[config.mk]
export PLATFORM = sky130hd
export DESIGN_NAME = sc_core
export DESIGN_NICKNAME = d
export VERILOG_FILES = /design/src/rtl/sc_pkg.sv /design/src/rtl/sc_regfile.sv /design/src/rtl/sc_alu.sv /design/src/rtl/sc_decode.sv /design/src/rtl/sc_core.sv
export SDC_FILE = /design/constraint.sdc
export NUM_CORES = 2
export LEC_CHECK = 0
export BUFFER_PORTS_ARGS = -buffer_cell sky130_fd_sc_hd__buf_2
export CORE_MARGIN = 2
export CORE_UTILIZATION = 40
export DETAILED_ROUTE_END_ITERATION = 10
export GPL_ROUTABILITY_DRIVEN = 1
export GPL_TIMING_DRIVEN = 0
export PLACE_DENSITY = 0.52
export SLEW_MARGIN = 20
export SYNTH_ARGS = -nofsm -noshare
export SYNTH_HDL_FRONTEND = slang
export SYNTH_SLANG_ARGS = --single-unit
[constraint.sdc]
create_clock -name clk -period 13.9 [get_ports clk]
set_input_delay 3.475 -clock clk [delete_from_list [all_inputs] [get_ports clk]]
set_output_delay 3.475 -clock clk [all_outputs]
set_load 0.01 [all_outputs]
[src/rtl/sc_pkg.sv]
package sc_pkg;
    localparam int XLEN   = 32;
    localparam int NREGS  = 32;
    localparam int RSEL_W = $clog2(NREGS);

    localparam logic [5:0] OP_RTYPE = 6'h00;
    localparam logic [5:0] OP_JUMP  = 6'h02;
    localparam logic [5:0] OP_BEQ   = 6'h04;
    localparam logic [5:0] OP_ADDI  = 6'h08;
    localparam logic [5:0] OP_LOAD  = 6'h23;
    localparam logic [5:0] OP_STORE = 6'h2B;

    localparam logic [5:0] FN_ADD = 6'h20;
    localparam logic [5:0] FN_SUB = 6'h22;
    localparam logic [5:0] FN_AND = 6'h24;
    localparam logic [5:0] FN_OR  = 6'h25;
    localparam logic [5:0] FN_SLT = 6'h2A;

    typedef enum logic [2:0] {
        ALU_ADD, ALU_SUB, ALU_AND, ALU_OR, ALU_SLT
    } alu_op_e;

    typedef struct packed {
        logic    reg_we;
        logic    dst_is_rd;
        logic    src_imm;
        logic    mem_we;
        logic    mem_to_reg;
        logic    branch;
        logic    jump;
        alu_op_e alu_op;
    } ctrl_t;

    typedef struct packed {
        logic [5:0]  opcode;
        logic [4:0]  rs;
        logic [4:0]  rt;
        logic [4:0]  rd;
        logic [4:0]  shamt;
        logic [5:0]  funct;
    } instr_t;

    function automatic ctrl_t decode_word(input logic [5:0] op, input logic [5:0] fn);
        ctrl_t c;
        c = '{default: '0, alu_op: ALU_ADD};
        unique case (op)
            OP_RTYPE: begin
                c.dst_is_rd = 1'b1;
                c.reg_we    = 1'b1;
                case (fn)
                    FN_ADD:  c.alu_op = ALU_ADD;
                    FN_SUB:  c.alu_op = ALU_SUB;
                    FN_AND:  c.alu_op = ALU_AND;
                    FN_OR:   c.alu_op = ALU_OR;
                    FN_SLT:  c.alu_op = ALU_SLT;
                    default: c.reg_we = 1'b0;
                endcase
            end
            OP_ADDI:  begin c.reg_we = 1'b1; c.src_imm = 1'b1; end
            OP_LOAD:  begin c.reg_we = 1'b1; c.src_imm = 1'b1; c.mem_to_reg = 1'b1; end
            OP_STORE: begin c.mem_we = 1'b1; c.src_imm = 1'b1; end
            OP_BEQ:   begin c.branch = 1'b1; c.alu_op = ALU_SUB; end
            OP_JUMP:  c.jump = 1'b1;
            default:  ;
        endcase
        return c;
    endfunction

    function automatic logic [XLEN-1:0] sext16(input logic [15:0] v);
        return {{(XLEN-16){v[15]}}, v};
    endfunction
endpackage

[src/rtl/sc_regfile.sv]
module sc_regfile #(
    parameter int N  = 32,
    parameter int W  = 32,
    localparam int SW = $clog2(N)
) (
    input  logic          clk,
    input  logic          we,
    input  logic [SW-1:0] wsel,
    input  logic [W-1:0]  wdata,
    input  logic [SW-1:0] rsel_a,
    input  logic [SW-1:0] rsel_b,
    output logic [W-1:0]  rdata_a,
    output logic [W-1:0]  rdata_b
);
    logic [W-1:0] regs [N];
    logic [N-1:0] load;

    always_comb begin
        load = '0;
        if (we) load[wsel] = 1'b1;
        load[0] = 1'b0;
    end

    always_ff @(posedge clk) begin
        for (int i = 0; i < N; i++) begin
            if (i == 0)
                regs[i] <= '0;
            else if (load[i])
                regs[i] <= wdata;
        end
    end

    assign rdata_a = (rsel_a == '0) ? '0 : regs[rsel_a];
    assign rdata_b = (rsel_b == '0) ? '0 : regs[rsel_b];
endmodule

[src/rtl/sc_alu.sv]
module sc_alu
    import sc_pkg::*;
#(
    parameter int W = 32
) (
    input  alu_op_e      op,
    input  logic [W-1:0] a,
    input  logic [W-1:0] b,
    output logic [W-1:0] y,
    output logic         zero
);
    always_comb begin
        unique case (op)
            ALU_ADD: y = a + b;
            ALU_SUB: y = a - b;
            ALU_AND: y = a & b;
            ALU_OR:  y = a | b;
            ALU_SLT: y = {{(W-1){1'b0}}, ($signed(a) < $signed(b))};
            default: y = '0;
        endcase
    end
    assign zero = (y == '0);
endmodule

[src/rtl/sc_decode.sv]
module sc_decode
    import sc_pkg::*;
(
    input  logic [XLEN-1:0] instr,
    output instr_t          fields,
    output logic [15:0]     imm,
    output logic [25:0]     target,
    output ctrl_t           ctrl
);
    assign fields = instr_t'(instr);
    assign imm    = instr[15:0];
    assign target = instr[25:0];
    assign ctrl   = decode_word(fields.opcode, fields.funct);
endmodule

[src/rtl/sc_core.sv]
module sc_core
    import sc_pkg::*;
(
    input  logic            clk,
    input  logic            rst,
    output logic [XLEN-1:0] imem_addr,
    input  logic [XLEN-1:0] imem_data,
    output logic [XLEN-1:0] dmem_addr,
    output logic [XLEN-1:0] dmem_wdata,
    output logic            dmem_we,
    input  logic [XLEN-1:0] dmem_rdata
);
    logic [XLEN-1:0] pc, pc_next, pc_plus4, br_target, jmp_target;
    instr_t          f;
    logic [15:0]     imm;
    logic [25:0]     target;
    ctrl_t           ctrl;
    logic [XLEN-1:0] rs_val, rt_val, imm_ext, alu_b, alu_y, wb_data;
    logic            alu_zero, rf_we;
    logic [RSEL_W-1:0] rf_wsel;

    sc_decode dec_i (
        .instr(imem_data), .fields(f), .imm(imm), .target(target), .ctrl(ctrl)
    );

    assign rf_we   = ctrl.reg_we & ~rst;
    assign rf_wsel = ctrl.dst_is_rd ? f.rd : f.rt;

    sc_regfile #(.N(NREGS), .W(XLEN)) rf_i (
        .clk(clk), .we(rf_we), .wsel(rf_wsel), .wdata(wb_data),
        .rsel_a(f.rs), .rsel_b(f.rt), .rdata_a(rs_val), .rdata_b(rt_val)
    );

    assign imm_ext = sext16(imm);
    assign alu_b   = ctrl.src_imm ? imm_ext : rt_val;

    sc_alu #(.W(XLEN)) alu_i (
        .op(ctrl.alu_op), .a(rs_val), .b(alu_b), .y(alu_y), .zero(alu_zero)
    );

    assign wb_data    = ctrl.mem_to_reg ? dmem_rdata : alu_y;
    assign dmem_addr  = alu_y;
    assign dmem_wdata = rt_val;
    assign dmem_we    = ctrl.mem_we & ~rst;

    assign pc_plus4   = pc + XLEN'(4);
    assign br_target  = pc_plus4 + {imm_ext[XLEN-3:0], 2'b00};
    assign jmp_target = {pc_plus4[XLEN-1:28], target, 2'b00};

    always_comb begin
        if (ctrl.jump)
            pc_next = jmp_target;
        else if (ctrl.branch && alu_zero)
            pc_next = br_target;
        else
            pc_next = pc_plus4;
    end

    always_ff @(posedge clk) begin
        if (rst) pc <= '0;
        else     pc <= pc_next;
    end

    assign imem_addr = pc;
endmodule

==> impl_metrics.py <==
metrics = {
    "critical_path": {
        "cp_data_arrival_time_ps": 10360,
        "end_kind": "output port",
        "worstPathRequired_ps": 10430,
        "path_cells": "clkbuf_1, clkbuf_1, clkbuf_2, mux4_2, mux4_2, mux2i_1, ha_1, buf_2, or4_1, nand2b_1, o22ai_2, o31ai_1, o21ai_0, o21ai_0, o21ai_0, o21ai_1, buf_2",
        "path_common_cell": "o21ai_0",
        "cp-start-kind": "input port",
        "crit_type": "input port to output port",
        "critPathMaxFanout": 10,
        "max_stage_delay_ps": 780,
        "worst_path_max_delay_cell": "clkbuf_1",
    },
    "yosys": {
        "ys_seq_area_frac": 0.550,
        "synth_common_cells": "edfxtp_1, mux4_2, nor2_1, a21oi_1, clkbuf_1",
        "ys_ff_latch": 1022,
        "synth_xor_xnor_area_share": 0.00856,
        "async_flop_share": 0,
        "synth.area.top_cells": "edfxtp_1, mux4_2, ha_1, mux2_2, a21oi_1",
        "mappedNetlistArea_mm2": 0.0553,
        "muxShareOfSynthArea": 0.265,
        "synth_ff_type": "edfxtp_1",
        "synthSimpleGateAreaFrac": 0.0481,
        "synth.top_cell.area_share": 0.539,
        "synth_warnings": 0,
        "synth.largest_area_cell": "edfxtp_1",
        "ys_types": 83,
        "avgSynthCellArea_um2": 16.0,
        "synth_top_family_by_area": "multiplexers",
        "synth_compound_area_frac": 0.0710,
        "synth-edff-count": 992,
        "synth_fa_ha_area_frac": 0.0312,
        "yosysMostFrequentCell": "edfxtp_1",
        "synth_cells": 3460,
    },
    "layout": {
        "fin_area_mm2": 0.0636,
        "final_cells": 5663,
        "fillCellCount": 11915,
        "fin_nets": 3983,
        "seq_area_mm2": 0.0304,
        "utilization": 0.463,
        "multi_input_area_mm2": 0.0238,
        "layout-drive-gt1-share": 0.318,
        "area_delta_synth_final_pct": 15.1,
    },
    "clock_network": {
        "clock_latency_ps": 730,
        "htreeDepth": 3,
        "cts_setup_buffers": 0,
        "root_buffer": "clkbuf_16",
        "cts_sinks": 1022,
        "cts_tree": "done",
        "clk_path_buf_depth": 3,
        "cts.clk_slew.worst_paths_ps": 60,
        "ctsResizeCount": 49,
        "numCtsBuffers": 109,
        "holdBufCountCts": 0,
    },
    "timing": {
        "period_share": 0.995,
        "slew_violations": 0,
        "fin_setup_tns_ps": 0,
        "fmax_mhz": 72.3,
        "finalWorstSetupSlack_ps": 67.5,
        "hold-worst-slack_ps": 710,
        "timing.slew.headroom": 0.179,
        "hold_viol": 0,
        "setup_viol": 0,
        "fin_crit_ps": 13830,
        "fin_worst_skew_ps": 39.4,
        "max_slew.worst_pin.slew_ps": 1230,
    },
    "place": {
        "place.port_buffers": 150,
        "post-place-cells": 5464,
        "place_ws_ps": -1540,
        "place_congestion": 0.951,
        "dpl_cell_area_mm2": 0.0600,
        "dp_hpwl_um": 154000,
    },
    "global_routing": {
        "grt_pass1_vias": 35987,
        "grt_overflow": 0,
        "grt_pass1_wl_um": 286000,
        "antenna_found_initial": 13,
        "grt_max_degree": 32,
        "grt.total_usage": 0.293,
    },
    "power": {
        "ir_drop_uv": 101,
        "p_switching_mw": 2.62,
        "power.leakage_nw": 21.2,
        "combPwrFrac": 0.224,
        "fin_total_pwr_mw": 8.53,
        "power.share.clock": 0.334,
        "p_sw_frac": 0.307,
        "power.density_mw_per_mm2": 134,
        "intPower_mw": 5.91,
        "p_seq_frac": 0.442,
    },
    "drt": {
        "wl_per_cell_um": 36.8,
        "detail_route.iter0.violations": 4845,
        "ant_nets": 0,
        "routed-via-count": 36680,
        "drc_errors": 0,
        "drt-total-wl_um": 208000,
        "vias_per_cell": 6.48,
        "firstDrtPassIters": 8,
    },
    "outcome": {
        "status": "finished, final reports clean",
    },
    "floorplanning": {
        "die_h_um": 376,
        "rows": 136,
        "die_area_mm2": 0.141,
        "io_pins": 163,
        "dieWidth_um": 376,
        "start_util": 0.403,
        "placeableCoreArea_mm2": 0.137,
    },
    "worst_hold_path": {
        "worstHoldPathType": "register to register",
    },
    "run": {
        "maxCapViolCount": 0,
    },
}
layout make-up:
type | count | area share
diodes | 2 | 0.0000787
plain buffers | 241 | 0.0175
clock buffers | 133 | 0.0453
clock inverters | 64 | 0.00824
inverters | 142 | 0.00838
multi-input cells | 2056 | 0.374
flip-flops and latches | 1022 | 0.478
well taps | 1794 | 0.0353
repair buffers | 209 | 0.0333
registers in the layout, summed over array words and instances, names as in the netlist:
signal,flops
imem_addr,30
rf_i.regs,992
metal layers:
layer  track usage  part of all wire  vias up
li1              -                 -    14913
met5             0           0.00033        -
met3        0.0559             0.092      383
met4         0.111             0.041        8
met1         0.388              0.39    19427
met2         0.481              0.48     1949
power by group through the flow:
stage          Combinational (mW)  Clock (mW)  Sequential, mW
3_3_place_gp                 1.80           0            3.85
2_1_floorplan                1.02           0            3.83
5_1_grt                      2.00        2.99            3.77
6_report                     1.91        2.85            3.77
4_1_cts                      1.86        2.88            3.77
3_5_place_dp                 1.85           0            3.84
critical path: cells and delay by family:
kind                       cells  cell delay, ps
AOI/OAI and AO/OA              6            1940
adders and majority gates      1             390
buffers and inverters          5            2190
and+or+nand+nor                2             720
muxes                          3            1600
worst paths after layout:
kind | start | endpoint | slack [ps] | cells after the start
worst max-delay path | imem_data[22] | dmem_addr[31] | 70 | 17
worst min-delay path | imem_addr[25]$_SDFF_PP0_ | imem_addr[25]$_SDFF_PP0_ | 710 | 3
worst max register to register | rf_i.regs[23][0]$_DFFE_PP_ | imem_addr[6]$_SDFF_PP0_ | 6440 | 20
worst min register to register | imem_addr[25]$_SDFF_PP0_ | imem_addr[25]$_SDFF_PP0_ | 710 | 3
kinds of logic after synthesis:
kind of cell | Yosys count
multiplexers | 730
XOR/XNOR | 54
buffers and inverters | 383
flip-flops | 1022
other | 1
adder cells (fa/ha/maj) | 136
AND/OR/NAND/NOR | 549
AO/OA/AOI/OAI | 585
layout by cell type, fill, tap and decap left out, types with 44 or more instances in the layout:
cell type    n
edfxtp_1   992
buf_2      196
clkbuf_16  111
mux2i_1     59
ha_1       133
o21ai_0    111
nand2_1    103
nor3_1      63
clkbuf_2    57
mux2_2      92
xnor2_1     44
inv_1      140
mux4_2     576
clkbuf_1   137
nor2_1     168
a21oi_1    171
Note: power is estimated with default switching activity, not from simulation.
